<file path="src/rtl/stipfill_pkg.sv">
package stipfill_pkg;
  localparam int SRC_W    = 24;
  localparam int RUN_MAX  = 32;
  localparam int LEN_LSB  = 24;

  typedef enum logic [1:0] {OP_STIP, OP_FILL, OP_COPY} op_kind_e;
  typedef enum logic [2:0] {ST_IDLE, ST_STIP, ST_FILL, ST_CRD, ST_CWR} seq_state_e;

  // Blit run length minus one, taken from the data word.
  function automatic logic [4:0] blit_len_m1(input logic [31:0] w);
    return w[LEN_LSB+4:LEN_LSB];
  endfunction

  // All-ones source means solid fill.
  function automatic logic blit_is_fill(input logic [31:0] w);
    return w[SRC_W-1:0] == {SRC_W{1'b1}};
  endfunction

  function automatic logic [5:0] run_len(input logic [4:0] len_m1);
    return {1'b0, len_m1} + 6'd1;
  endfunction
endpackage

</file>
<file path="src/rtl/stipfill_decode.sv">
module stipfill_decode
  import stipfill_pkg::*;
#(
  parameter int BUS_AW = 24,
  parameter int PIX_AW = 20
) (
  input  logic              cmd_valid,
  input  logic              cmd_ready,
  input  logic              cmd_write,
  input  logic              cmd_win,
  input  logic [BUS_AW-1:0] cmd_addr,
  input  logic [31:0]       cmd_data,
  output logic              start,
  output logic              rd_accept,
  output op_kind_e          op,
  output logic [PIX_AW-1:0] dst,
  output logic [PIX_AW-1:0] src,
  output logic [4:0]        len_m1,
  output logic [31:0]       mask
);
  assign start     = cmd_valid & cmd_ready & cmd_write;
  assign rd_accept = cmd_valid & cmd_ready & ~cmd_write;
  // Destination pixel: bus address shifted down by three, PIX_AW bits kept.
  assign dst       = cmd_addr[PIX_AW+2:3];
  assign src       = cmd_data[PIX_AW-1:0];
  assign mask      = cmd_data;

  always_comb begin
    if (!cmd_win)                    op = OP_STIP;
    else if (blit_is_fill(cmd_data)) op = OP_FILL;
    else                             op = OP_COPY;
  end

  assign len_m1 = (op == OP_STIP) ? 5'(RUN_MAX - 1) : blit_len_m1(cmd_data);
endmodule

</file>
<file path="src/rtl/stipfill_color.sv">
module stipfill_color (
  input  logic       clk,
  input  logic       rst_n,
  input  logic       load,
  input  logic [7:0] new_color,
  output logic [7:0] op_color
);
  logic [7:0] held;

  always_ff @(posedge clk) begin
    if (!rst_n)    held <= '0;
    else if (load) held <= new_color;
  end

  // A loading command paints with its own color.
  assign op_color = load ? new_color : held;
endmodule

</file>
<file path="src/rtl/stipfill_seq.sv">
module stipfill_seq
  import stipfill_pkg::*;
#(
  parameter int PIX_AW = 20
) (
  input  logic              clk,
  input  logic              rst_n,
  input  logic              start,
  input  op_kind_e          op,
  input  logic [PIX_AW-1:0] dst,
  input  logic [PIX_AW-1:0] src,
  input  logic [4:0]        len_m1,
  input  logic [31:0]       mask,
  input  logic [7:0]        color,
  output logic              busy,
  output logic              fb_req,
  output logic              fb_we,
  output logic [PIX_AW-1:0] fb_addr,
  output logic [7:0]        fb_wdata,
  input  logic [7:0]        fb_rdata,
  output logic              dirty_valid,
  output logic [PIX_AW-1:0] dirty_addr,
  output logic [5:0]        dirty_len
);
  seq_state_e        state;
  logic [PIX_AW-1:0] r_dst, r_src;
  logic [4:0]        r_len_m1, idx;
  logic [31:0]       r_mask;
  logic [7:0]        r_color;
  logic              last, run_done;
  logic [PIX_AW-1:0] cur_dst, cur_src;

  assign last     = (idx == r_len_m1);
  assign cur_dst  = r_dst + PIX_AW'(idx);
  assign cur_src  = r_src + PIX_AW'(idx);
  assign busy     = (state != ST_IDLE);
  assign run_done = last && (state == ST_STIP || state == ST_FILL || state == ST_CWR);

  always_comb begin
    fb_req   = 1'b0;
    fb_we    = 1'b0;
    fb_addr  = cur_dst;
    fb_wdata = r_color;
    unique case (state)
      ST_STIP: begin fb_req = r_mask[5'd31 - idx]; fb_we = 1'b1; end
      ST_FILL: begin fb_req = 1'b1; fb_we = 1'b1; end
      ST_CRD:  begin fb_req = 1'b1; fb_addr = cur_src; end
      ST_CWR:  begin fb_req = 1'b1; fb_we = 1'b1; fb_wdata = fb_rdata; end
      default: ;
    endcase
  end

  always_ff @(posedge clk) begin
    if (!rst_n) begin
      state       <= ST_IDLE;
      idx         <= '0;
      r_dst       <= '0;
      r_src       <= '0;
      r_len_m1    <= '0;
      r_mask      <= '0;
      r_color     <= '0;
      dirty_valid <= 1'b0;
    end else begin
      dirty_valid <= run_done;
      unique case (state)
        ST_IDLE: if (start) begin
          r_dst    <= dst;
          r_src    <= src;
          r_len_m1 <= len_m1;
          r_mask   <= mask;
          r_color  <= color;
          idx      <= '0;
          unique case (op)
            OP_STIP: state <= ST_STIP;
            OP_FILL: state <= ST_FILL;
            default: state <= ST_CRD;
          endcase
        end
        ST_STIP, ST_FILL: begin
          if (last) state <= ST_IDLE;
          else      idx   <= idx + 5'd1;
        end
        ST_CRD: state <= ST_CWR;
        ST_CWR: begin
          if (last) state <= ST_IDLE;
          else begin
            idx   <= idx + 5'd1;
            state <= ST_CRD;
          end
        end
        default: state <= ST_IDLE;
      endcase
    end
  end

  assign dirty_addr = r_dst;
  assign dirty_len  = run_len(r_len_m1);

  // every copy read is followed by the matching write.
  assert_copy_rd_then_wr_R7: assert property (@(posedge clk) disable iff (!rst_n)
    (fb_req && !fb_we) |=> (fb_req && fb_we));

  // fill addresses climb by one pixel per cycle.
  assert_fill_ascending_R3: assert property (@(posedge clk) disable iff (!rst_n)
    (state == ST_FILL && $past(state == ST_FILL)) |-> fb_addr == $past(fb_addr) + PIX_AW'(1));

  // the dirty pulse marks the end of a run.
  assert_dirty_after_run_R10: assert property (@(posedge clk) disable iff (!rst_n)
    dirty_valid |-> ($past(busy) && !busy));
endmodule

</file>
<file path="src/rtl/stipfill_engine.sv">
module stipfill_engine
  import stipfill_pkg::*;
#(
  parameter int BUS_AW = 24,
  parameter int PIX_AW = 20
) (
  input  logic              clk,
  input  logic              rst_n,
  input  logic              cmd_valid,
  output logic              cmd_ready,
  input  logic              cmd_write,
  input  logic              cmd_win,
  input  logic              cmd_wide,
  input  logic [BUS_AW-1:0] cmd_addr,
  input  logic [31:0]       cmd_data,
  input  logic [31:0]       cmd_hi,
  output logic              rsp_valid,
  output logic [31:0]       rsp_data,
  output logic              busy,
  output logic              fb_req,
  output logic              fb_we,
  output logic [PIX_AW-1:0] fb_addr,
  output logic [7:0]        fb_wdata,
  input  logic [7:0]        fb_rdata,
  output logic              dirty_valid,
  output logic [PIX_AW-1:0] dirty_addr,
  output logic [5:0]        dirty_len
);
  logic              start, rd_accept;
  op_kind_e          op;
  logic [PIX_AW-1:0] dst, src;
  logic [4:0]        len_m1;
  logic [31:0]       mask;
  logic [7:0]        op_color;

  assign cmd_ready = ~busy;
  assign rsp_data  = '0;

  always_ff @(posedge clk) begin
    if (!rst_n) rsp_valid <= 1'b0;
    else        rsp_valid <= rd_accept;
  end

  stipfill_decode #(.BUS_AW(BUS_AW), .PIX_AW(PIX_AW)) u_dec (
    .cmd_valid(cmd_valid), .cmd_ready(cmd_ready), .cmd_write(cmd_write),
    .cmd_win(cmd_win), .cmd_addr(cmd_addr), .cmd_data(cmd_data),
    .start(start), .rd_accept(rd_accept), .op(op), .dst(dst), .src(src),
    .len_m1(len_m1), .mask(mask)
  );

  stipfill_color u_color (
    .clk(clk), .rst_n(rst_n), .load(start & cmd_wide),
    .new_color(cmd_hi[7:0]), .op_color(op_color)
  );

  stipfill_seq #(.PIX_AW(PIX_AW)) u_seq (
    .clk(clk), .rst_n(rst_n), .start(start), .op(op), .dst(dst), .src(src),
    .len_m1(len_m1), .mask(mask), .color(op_color), .busy(busy),
    .fb_req(fb_req), .fb_we(fb_we), .fb_addr(fb_addr), .fb_wdata(fb_wdata),
    .fb_rdata(fb_rdata), .dirty_valid(dirty_valid), .dirty_addr(dirty_addr),
    .dirty_len(dirty_len)
  );

  // an accepted read starts no frame-buffer traffic.
  assert_read_no_access_R5: assert property (@(posedge clk) disable iff (!rst_n)
    rd_accept |=> !fb_req);

  // an accepted write makes the engine busy on the next cycle.
  assert_write_goes_busy_R9: assert property (@(posedge clk) disable iff (!rst_n)
    start |=> busy);
endmodule

</file>
<file path="config.mk">
export PLATFORM = sky130hd
export DESIGN_NAME = stipfill_engine
export DESIGN_NICKNAME = d
export VERILOG_FILES = /design/src/rtl/stipfill_pkg.sv /design/src/rtl/stipfill_decode.sv /design/src/rtl/stipfill_color.sv /design/src/rtl/stipfill_seq.sv /design/src/rtl/stipfill_engine.sv
export SDC_FILE = /design/constraint.sdc
export NUM_CORES = 1
export LEC_CHECK = 0
export BUFFER_PORTS_ARGS = -buffer_cell sky130_fd_sc_hd__buf_2
export CAP_MARGIN = 0
export CORE_MARGIN = 4
export CORE_UTILIZATION = 38
export CTS_BUF_LIST = sky130_fd_sc_hd__clkbuf_8 sky130_fd_sc_hd__clkbuf_16
export CTS_CLUSTER_DIAMETER = 30
export CTS_CLUSTER_SIZE = 16
export DETAILED_ROUTE_END_ITERATION = 10
export GPL_TIMING_DRIVEN = 1
export HOLD_SLACK_MARGIN = 0.05
export PLACE_DENSITY = 0.65
export SKIP_CTS_REPAIR_TIMING = 1
export SYNTH_ARGS = -nofsm -noshare
export SYNTH_HDL_FRONTEND = slang
export SYNTH_SLANG_ARGS = --single-unit
</file>
<file path="constraint.sdc">
create_clock -name clk -period 10.85 [get_ports clk]
set_input_delay 2.17 -clock clk [delete_from_list [all_inputs] [get_ports clk]]
set_output_delay 2.17 -clock clk [all_outputs]
set_load 0.01 [all_outputs]
</file>
==> summary.md, run 1 <==
The run finished with clean final reports. Measured along the x axis, the die boundary spans 121 um. At the pin with the least slew margin, the transition time is 0.864 ns. The final weighted congestion in routability-driven placement came out at 0.855. The share of post-route cells with drive strength above 1 works out to 25.8%. The detailed router finished its first iteration with 247 violations.

Between clock sinks in the finished design, the worst skew comes to 0.00587 ns. The ratio of final minimum period to clock period works out to 54.0%. The CTS sink count was 83. Before antenna repair, the detailed router went through 7 iterations. The final routed wire length divided by cell count is 14.5 um, and the post-route cell area is 0.00567 mm^2.

The required time of the critical path is 8.68 ns. For the final routed database, the setup TNS stands at 0 ns. The run gives 3.69 ns as the data arrival time of the critical path. The tools report the area of the mapped netlist as 0.00485 mm^2. The number of antenna diodes in the final layout is 0. The core box area was 0.0126 mm^2; the residual overflow from global routing was 0. After synthesis, the cell types taking the most area are dfxtp_1 34%, nand2_1 11%, a21oi_1 7.7%.

The first global-routing pass estimated 19,600 um of wire. At the later pin of the worst-skew pair, clock insertion delay measures 0.33 ns. For the starting density of the core, the log shows 38.6%. For the overall routed net length, the log shows 12,800 um.

Once placement completed, the tool counted placed cells totaling 867. Fill cell total of the finished layout: 1,267. TritonCTS built the clock tree. The row count is 41. The library cells used most frequently in the layout, excluding fill and tap cells, are 136 x nand2_1, 133 x buf_2, 83 x dfxtp_1, 75 x a21oi_1, 36 x nor2_1. The biggest area consumer among synthesized cells was dfxtp_1.

194 I/O pins were placed. Subtracting the final worst setup slack from the clock period gives 5.86 ns. The tools report the buffer type at the clock tree root as clkbuf_16.

The number of enable-type register cells in the synthesized netlist was 0; the total placed instance area was 0.00539 mm^2. The wire-length estimate of the detail-placed layout is 9240 um. In this run the worst path has a maximum fanout of 37.

In the routed layout, each cell is associated on average with a via count of 4.98. Of the post-synthesis cell area, the dominant cell type holds 34.3%. The number of different library cells used by synthesis comes to 55.

The synthesized area per cell works out to 8.08 um^2. Buffers placed on the I/O ports in this run total 133. The category of the most critical setup path is reg -> out.

The number of global-route vias before repair came out at 3,939. For the setup-violating endpoint count in the final report, the log shows 0. IR analysis of the VDD net gives a maximum drop of 0.0000664 V. After technology mapping, the gate count stands at 600.

Setup repair after global routing left no endpoint under its margin. Summing the sequential cell areas from Yosys gives 34.3% of the chip area. The pin count of the biggest net entering global routing is 84. Most common library cell in the layout ignoring fill and taps: nand2_1.

The leakage power total is 2.37 nW, and the share of flip-flops with an asynchronous set or reset after synthesis is 0%. Power spread over the standard cell area amounts to 139 mW/mm^2. Height of the chip: 121 um. STA classifies the critical path endpoint as a primary output. TritonCTS created 9 clock buffers. The total count of hold-check failures in the final report is 0.

Counting along the longest clock path gives a buffer depth of 2. Max-cap violations in this run came to 0. For the count of yosys warnings during synthesis, the log shows 0.

For this block, the via count after detailed routing is 4,390. The number of antenna violations at the first check in global routing was 0; the number of synthesized register bits was 83. The run gives 882 as the post-layout instance count excluding filler cells. In the routed design, unresolved DRC markers number 0. The highest achievable clock rate was 171 MHz. Compared with the post-synthesis result, the final layout area differs by 16.9%. STA classifies the critical path startpoint as a flop. The number of antenna-violating nets in the routed design is 0, and the relative max-transition margin is 42.4%. The aggregate global-route resource usage is 16.6%. The H-tree generated during clock tree synthesis spans 3 levels. The worst hold path belongs to the class reg -> reg. The die covers 0.0146 mm^2.

The count of final max-slew check failures is 0, and the clock transition at the registers of the reported paths is 0.06 ns. The final net count came out at 816. The prevailing post-synth register cell was dfxtp_1.
critical path, stage by stage, from the launching register on:
cell and delay [ns]:
dfxtp_1 0.48, nand3b_1 0.20, buf_4 0.43, mux2_2 0.24, ha_1 0.16, inv_1 0.06
fa_1 0.41, nor2b_1 0.16, o31a_1 0.26, o21ai_0 0.19, nor2_1 0.27, o21ai_0 0.18
xor2_1 0.17, buf_2 0.15
worst paths after layout:
| path | from | end | slack, ns | cells past startpoint |
|---|---|---|---|---|
| setup / recovery | u_seq.state[2] | fb_addr[18] | 4.99 | 13 |
| hold / removal | u_color.held[5] | u_color.held[5] | 0.45 | 2 |
| setup reg to reg | u_seq.state[1] | u_color.held[6] | 8.30 | 6 |
| hold reg to reg | u_color.held[5] | u_color.held[5] | 0.45 | 2 |
where the power goes:
group / leakage, nW / internal (mW) / total (mW) / switching (mW)
registers: 0.677 / 0.324 / 0.348 / 0.0240
logic: 1.56 / 0.0610 / 0.145 / 0.0843
clock network: 0.138 / 0.175 / 0.297 / 0.121
flip-flops by register name, indices dropped and copies added, names as in the netlist:
| signal | flops |
|---|---|
| u_seq.dirty_valid | 1 |
| rsp_valid | 1 |
| u_seq.r_color | 8 |
| u_seq.dirty_addr | 20 |
| u_color.held | 8 |
| u_seq.r_mask | 32 |
| u_seq.r_len_m1 | 5 |
| u_seq.idx | 5 |
| u_seq.state | 3 |
metal layers:
layer	global-route usage, %	vias to the layer above	routed length (um)
li1	-	2202	-
met1	22.9	2045	5840
met2	27.1	136	6140
met3	2.75	7	738
met4	4.46	0	85
met5	0	-	0
cell families (layout without fill, tap and decap cells):
| family | count (synthesis) | in the layout | synth area share [%] |
|---|---|---|---|
| AOI/OAI and AO/OA | 114 | 114 | 13.4 |
| xor gates and xnor gates | 33 | 33 | 5.96 |
| adders and majority gates | 8 | 8 | 2.22 |
| buffers and inverters | 80 | 159 | 10.7 |
| DFF | 83 | 83 | 34.3 |
| muxes | 47 | 47 | 12.3 |
| other | 1 | 32 | 0.0773 |
| and+or+nand+nor | 234 | 234 | 21.1 |
Yosys cell counts (all sizes together) (2+ instances only):
| master | number |
|---|---|
| o2bb2ai | 2 |
| o21ai | 13 |
| clkbuf | 18 |
| nor3 | 10 |
| mux2 | 16 |
| xor2 | 12 |
| xnor2 | 21 |
| nor4 | 2 |
| ha | 7 |
| nor2 | 36 |
| nand2b | 2 |
| and4 | 2 |
| dfxtp | 83 |
| o211ai | 2 |
| nand4 | 7 |
| a211oi | 9 |
| a21oi | 76 |
| mux2i | 23 |
| nor3b | 6 |
| o21a | 2 |
| a22oi | 2 |
| mux4 | 8 |
| nand2 | 136 |
| and3 | 2 |
| inv | 7 |
| nand3 | 24 |
| nor2b | 3 |
| buf | 54 |
layout make-up:
cell class,instances,area (um^2),share of cell area [%]
Clock buffer,9,225,3.97
Multi-Input combinational cell,468,2790,49.1
Timing Repair Buffer,136,688,12.1
Tap cell,172,215,3.80
Inverter,8,35.0,0.618
Clock inverter,6,58.8,1.04
Sequential cell,83,1660,29.3
metrics by stage:
step | util, % | total power [mW] | hold WS (ns) | setup WS, ns
after floorplan | - | 0.461 | 0.433 | 5.82
after global placement | 42.9 | 0.496 | 0.442 | 5.49
after detailed placement | 42.9 | 0.500 | 0.446 | 5.39
after global routing | 45.1 | 0.827 | 0.476 | 4.74
after CTS | 45.1 | 0.798 | 0.454 | 5.03
final | 45.1 | 0.790 | 0.452 | 4.99
Power figures use the tool's default switching activity.
==> run 2, diff against run 1 <==
clock period = 6 ns   (was 10.85 ns; I/O delays follow)
==> run 2 against run 1 <==
Compared with the run above:
- combinational power is 89% higher
- clock skew is 0.00072 ns lower
- setup slack worse by 3.7 ns
- wire length is 0.82% higher
- via count is 0.50% higher
- cell area is 0.15% higher
- critical endpoint unchanged
- largest cell class unchanged
- hold slack better by 0.00079 ns
- critical path type unchanged
- sequential cell count stayed put
- sequential power is 79% higher
- die area stayed put
==> summary.md, run 2 (same netlist as run 1, synthesis figures left out) <==
The logs give 2 (unchanged) for the clock tree buffer depth and 3.51 ns (-0.18 ns) for the data arrival time of the critical path. The startpoint identified for the worst hold timing path is u_color.held[6]. The run gives 84 (unchanged) as the pin count of the biggest net entering global routing. The clock transition at the registers of the reported paths was 0.06 ns (about the same). The CTS sink count was 83 (unchanged); the HPWL reported at the end of detailed placement was 9350 um (+1.2%). In this run the critical register-to-register path is captured at u_color.held[4].

The run finished with clean final reports. The final weighted congestion in routability-driven placement was 0.864 (+1.1%); the largest fanout on the critical path was 28 (-24%). The startpoint identified for the worst register-to-register timing path is u_seq.state[0].

The total design power is 1.41 mW (+79%). The sort of element at the end of the critical path is a primary output. The logs give 2.37 nW (about the same) for the leakage power total and 0 ns (unchanged) for the total negative setup slack.

The ratio of final minimum period to clock period was 78.6%. The count of final max-slew check failures was 0 (unchanged); the share of post-route cells with drive strength above 1 was 26.1% (+0.31 points). The final routed wire length divided by cell count was 14.6 um (+0.48%); the cell count of the worst reg-to-reg path was 6 (unchanged).

For the deepest level of the CTS H-tree, the log shows 3 (unchanged). The core box area is 0.0126 mm^2 (unchanged), and the overall routed net length is 12,900 um (+0.82%). The starting density of the core is 38.6% (unchanged). The number of max-cap violations was 0 (unchanged).

The antenna diode count was 0 (unchanged). The aggregate global-route resource usage is 16.8% (+0.15 points), and the required time of the critical path is 4.80 ns (-3.88 ns). The die area is 0.0146 mm^2 (unchanged), and the worst hold path stage count is 2 (unchanged). For the residual overflow from global routing, the log shows 0 (unchanged). Worst min-delay path class: reg -> reg.

The family with the most delay on the worst path is compound AO/OA/AOI/OAI gates. The clock latency reported for the late side of the worst-skew pair was 0.34 ns (about the same). Setup repair after global routing left no endpoint under its margin. The minimum setup slack among reg-to-reg paths was 3.39 ns (-4.91 ns). Critical path's largest stage delay: 0.48 ns (about the same). The ratio of routed vias to standard cells was 4.99 (+0.16%).

Counting stages on the worst path, the most repeated cell is o21ai_0. The height of the chip came out at 121 um (unchanged). The path with the worst hold slack has its endpoint at u_color.held[6]. The routed via count is 4,412 (+0.50%). Most common library cell in the layout ignoring fill and taps: nand2_1. The run gives 0 (unchanged) as the setup-violating endpoint count in the final report. Total buffers and inverters traversed by the critical path: 3 (unchanged).

The run gives 0.000109 V (+63%) as the maximum VDD drop. For the first-pass GRT wire length, the log shows 19,800 um (+1.2%). The register bank with the most flops is u_seq.r_mask. The post-layout minimum cycle time was 4.71 ns; the number of violations reported at the end of detailed-routing iteration 0 was 201 (-19%). The final net count is 818 (+0.25%), and the number of antenna-violating nets in the routed design is 0 (unchanged). For the final design utilization, the log shows 45.2% (+0.070 points). The tools report the buffer type at the clock tree root as clkbuf_16. By startpoint and endpoint, the worst setup path is classified as reg -> out.

The run gives 0 (unchanged) as the post-detailed-route DRC marker count. The flip-flop count of the largest register after layout was 32 (unchanged); the number of port buffers was 133 (unchanged). The worst-case clock skew was 0.00514 ns (-0.000724 ns); the number of optimization iterations in the first detailed-route pass was 5 (-2). The signal on the critical path passes through nand3b_1, buf_4, mux2_2, ha_1, inv_1, fa_1, nor2b_1, o31a_1, o21ai_0, nor2_1, o21ai_0, xor2_1, buf_2. The tools report the number of top-level pins as 194 (unchanged). The relative max-transition margin is 41.2% (-1.2 points), and the measured slew at the worst slew-check pin is 0.882 ns (+0.0186 ns). STA classifies the critical path startpoint as a flop. Post-route cell area: 0.00568 mm^2 (+0.15%). The critical path's slowest cell is dfxtp_1. Total count of hold-check failures in the final report: 0 (unchanged). The row count was 41 (unchanged). The number of CTS-inserted buffers was 9 (unchanged); the highest achievable clock rate was 212 MHz.

The top cell types in the final layout, fill and taps aside, are 136 x nand2_1, 133 x buf_2, 83 x dfxtp_1, 75 x a21oi_1, 36 x nor2_1. The power density over the cells works out to 249 mW/mm^2 (+79%). The x dimension of the die works out to 121 um (unchanged). TritonCTS built the clock tree. The tools report the total placed instance area as 0.00540 mm^2 (+0.28%). Compared with the post-synthesis result, the final layout area differs by 17.1%. For the number of global-route vias before repair, the log shows 3,989 (+1.3%). The number of antenna violations at the first check in global routing is 0 (unchanged).
[run 2: cell types whose count changed in the layout (fill, tap and decap cells not counted)]
cell and delta:
inv_6 +3, buf_4 +2, clkinv_2 -2, bufinv_16 -1, clkinvlp_4 +1
[run 2: worst max-delay path by stage]
| stage | from | end | slack (ns) | cells after the start |
|---|---|---|---|---|
| after floorplan | u_seq.state[2] | fb_addr[8] | 1.94 | 13 |
| after global placement | u_seq.state[2] | fb_addr[18] | 1.74 | 13 |
| after detailed placement | u_seq.state[2] | fb_addr[8] | 1.69 | 12 |
| after CTS | u_seq.state[2] | fb_addr[8] | 1.31 | 12 |
| after global routing | u_seq.state[2] | fb_addr[18] | 1.05 | 13 |
| final | u_seq.state[2] | fb_addr[18] | 1.29 | 13 |
[run 2: power by group]
part | leakage [nW] | switching [mW] | internal (mW)
Combinational | 1.57 | 0.163 | 0.112
Clock | 0.130 | 0.234 | 0.283
Sequential | 0.677 | 0.0361 | 0.586
Total | 2.37 | 0.433 | 0.981
[run 2: worst reg2reg max path: stages, from the launching register on]
cell      delay (ns)
dfxtp_1         0.39
or3_1           0.54
clkinv_4        0.13
and3_4          0.76
nand2_1         0.41
nand2_1         0.16
a21oi_1         0.07
[run 2: cell type report]
type | count | area (um^2)
clock inverter | 7 | 52.6
timing repair buffer | 138 | 703
sequential | 83 | 1660
multi-input combinational | 468 | 2790
tap | 172 | 215
fill | 1239 | 6890
clock buffer | 9 | 225
inverter | 8 | 35.0
[run 2: routing by layer]
| metal | routed length, um | GRT usage, % | up-vias | part of all wire, % |
|---|---|---|---|---|
| li1 | - | - | 2202 | - |
| met1 | 5940 | 22.8 | 2045 | 46 |
| met3 | 722 | 2.75 | 20 | 5.6 |
| met4 | 225 | 5.24 | 0 | 1.7 |
| met5 | 0 | 0 | - | 0 |
| met2 | 6020 | 27.3 | 145 | 47 |
[run 2: per-stage QoR]
step	instances	setup slack (ns)	hold WS, ns
floorplan	631	1.94	0.433
global placement	869	1.74	0.441
detailed placement	869	1.69	0.446
CTS	885	1.31	0.455
global route	885	1.05	0.471
finish	885	1.29	0.453
==> run 3, diff against run 2 <==
clock period = 4.6 ns   (was 6 ns; I/O delays follow)
==> run 3 against run 2 <==
Compared with the run above:
- first-iteration DRC count grew 1.0%
- via count is 0.66% lower
- highest routed layer unchanged
- largest power group unchanged
- cell count up 0.45%
- count of clock-buffer cells in the layout grew 1
- die area stayed put
- sequential power up 30%
- global-route usage is 0.18 points higher
- combinational power increased by 31%
- setup slack got worse by 1.0 ns
- clock power rose by 31%
- critical path type unchanged
==> summary.md, run 3 (same netlist as run 1, synthesis figures left out) <==
The row count was 41 (unchanged). For the pin count of the biggest net entering global routing, the log shows 84 (unchanged). The final net count came out at 822 (+0.49%). By startpoint and endpoint, the worst setup path is classified as reg -> out. Largest fanout on the critical path: 9 (-68%). The flip-flop count of the largest register after layout was 32 (unchanged); the clock latency reported for the late side of the worst-skew pair was 0.34 ns (about the same). The final weighted congestion in routability-driven placement was 0.859 (-0.62%). The number of top-level pins was 194 (unchanged).

The run gives 0 ns (unchanged) as the total negative setup slack. The kind of cell with the highest combined delay along the critical path is compound AO/OA/AOI/OAI gates. The worst setup path is captured at a primary output. The count of final max-slew check failures is 0 (unchanged), and the sequential cell area in the final layout is 0.00166 mm^2 (about the same). The residual overflow from global routing is 0 (unchanged), and the ratio of routed vias to standard cells is 4.93 (-1.1%). Number of max-cap violations: 0 (unchanged).

The number of optimization iterations in the first detailed-route pass is 5 (unchanged), and the minimum setup slack among reg-to-reg paths is 2.03 ns (-1.36 ns). The worst min-delay path class is reg -> reg. The number of violations reported at the end of detailed-routing iteration 0 was 203 (+1.0%). The fill cell total of the finished layout was 1,295 (+4.5%).

The buffer type at the clock tree root is clkbuf_16. The deepest level of the CTS H-tree came out at 3 (unchanged). The leakage power total is 2.39 nW (+0.78%).

The area growth from synthesis to final layout came out at 17.8%. Critical path's slowest cell: dfxtp_1. The power density over the cells works out to 323 mW/mm^2 (+30%). The number of antenna-violating nets in the routed design was 0 (unchanged); the critical path's largest stage delay was 0.50 ns (+0.02 ns). STA classifies the critical path startpoint as a flop. The first-pass GRT wire length is 20,100 um (+1.1%), and the overall routed net length is 12,800 um (-0.73%).

Maximum VDD drop: 0.000149 V (+37%). Measured slew at the worst slew-check pin: 0.875 ns (-0.00688 ns). The final routed wire length divided by cell count came out at 14.4 um (-1.2%). The top cell types in the final layout, fill and taps aside, are 136 x nand2_1, 133 x buf_2, 82 x dfxtp_1, 75 x a21oi_1, 36 x nor2_1. The ratio of final minimum period to clock period came out at 94.0%. Traced cell by cell, the critical path runs through nand3b_1, buf_4, mux2_2, ha_1, nor2b_1, o31a_1, o21ai_0, nor2_1, o21ai_0, xor2_1, buf_2.

The number of global-route vias before repair came out at 4,028 (+0.98%). The number of CTS-inserted buffers is 9 (unchanged), and the total placed instance area is 0.00540 mm^2 (unchanged). The area occupied by multi-input gates is 0.00279 mm^2 (unchanged).

Critical register-to-register path endpoint: u_color.held[3]. The post-route cell area came out at 0.00571 mm^2 (+0.59%). The aggregate global-route resource usage came out at 17.0% (+0.18 points). The share of post-route cells with drive strength above 1 came out at 26.8% (+0.69 points). Worst-case clock skew: 0.00697 ns (+0.00183 ns). The startpoint identified for the worst register-to-register timing path is u_seq.state[0]. Clock tree buffer depth: 2 (unchanged).

The tools report the HPWL reported at the end of detailed placement as 9360 um (+0.14%). The routed via count is 4,383 (-0.66%), and the relative max-transition margin is 41.6% (+0.46 points). Counting flops per register, the top entry is u_seq.r_mask. The run finished with clean final reports. The tools report the startpoint of the tightest hold check path as u_seq.r_mask[25].

The most common library cell in the layout ignoring fill and taps was nand2_1. The logs give 38.6% (unchanged) for the starting density of the core and 83 (unchanged) for the CTS sink count. The total count of hold-check failures in the final report was 0 (unchanged); the highest achievable clock rate was 231 MHz.

The total buffers and inverters traversed by the critical path was 2 (-1); the post-detailed-route DRC marker count was 0 (unchanged). The run gives 3.41 ns (-0.10 ns) as the data arrival time of the critical path. The setup-violating endpoint count in the final report is 0 (unchanged).

Number of antenna violations at the first check in global routing: 0 (unchanged). For the required time of the critical path, the log shows 3.68 ns (-1.12 ns). The clock transition at the registers of the reported paths came out at 0.06 ns (about the same). The tools report the die area as 0.0146 mm^2 (unchanged). Worst hold path endpoint: u_seq.r_mask[25].

The x dimension of the die works out to 121 um (unchanged). Cell with the most instances on the worst path: o21ai_0. The core box area was 0.0126 mm^2 (unchanged); the post-layout minimum cycle time was 4.33 ns. TritonCTS built the clock tree. The height of the chip is 121 um (unchanged).

Setup repair after global routing left no endpoint under its margin. The worst hold path stage count was 2 (unchanged). The antenna diode count was 0 (unchanged); the cell count of the worst reg-to-reg path was 6 (unchanged).

The number of port buffers is 133 (unchanged).
## run 3: stage by stage
step / power (mW) / setup slack (ns) / hold slack (ns) / util [%] / instances
CTS: 1.86 / 0.198 / 0.454 / 45.2 / 885
global placement: 1.17 / 0.691 / 0.441 / 43.0 / 869
detailed placement: 1.18 / 0.569 / 0.446 / 43.0 / 869
finish: 1.84 / 0.274 / 0.454 / 45.5 / 889
global route: 1.94 / 0.00423 / 0.476 / 45.5 / 889
floorplan: 1.09 / 0.822 / 0.433 / - / 631
## run 3: area by class of cell
cell class / count / area share [%]
Multi-Input combinational cell: 468 / 48.8
Sequential cell: 83 / 29.1
Timing Repair Buffer: 142 / 12.8
Clock buffer: 10 / 4.18
Tap cell: 172 / 3.77
Clock inverter: 6 / 0.723
Inverter: 8 / 0.613
## run 3: per-layer routing
layer	vias to the layer above	track usage, %	wire length (um)
met5	-	0	0
met4	0	6.16	224
met2	125	26.9	6020
met3	15	2.52	620
li1	2209	-	-
met1	2034	23.5	5950
## run 3: worst reg2reg max path: stages (launching register included)
cell	delay, ns
dfxtp_1	0.38
or3_1	0.54
clkinv_4	0.13
and3_4	0.74
nand2_1	0.41
nand2_1	0.15
a21oi_1	0.07
## run 3: worst max-delay path by stage
stage / startpoint / endpoint / cells past startpoint
floorplan: u_seq.state[2] / fb_addr[8] / 13
global placement: u_seq.state[1] / fb_addr[18] / 12
detailed placement: u_seq.state[1] / fb_addr[18] / 12
CTS: u_seq.state[1] / fb_addr[18] / 12
global route: u_seq.state[0] / fb_addr[18] / 12
finish: u_seq.state[2] / fb_addr[18] / 11
## run 3: report_power, final
part	leakage [nW]	internal, mW	switching [mW]
Clock	0.130	0.379	0.297
Combinational	1.58	0.147	0.211
Sequential	0.678	0.765	0.0441
Total	2.39	1.29	0.552
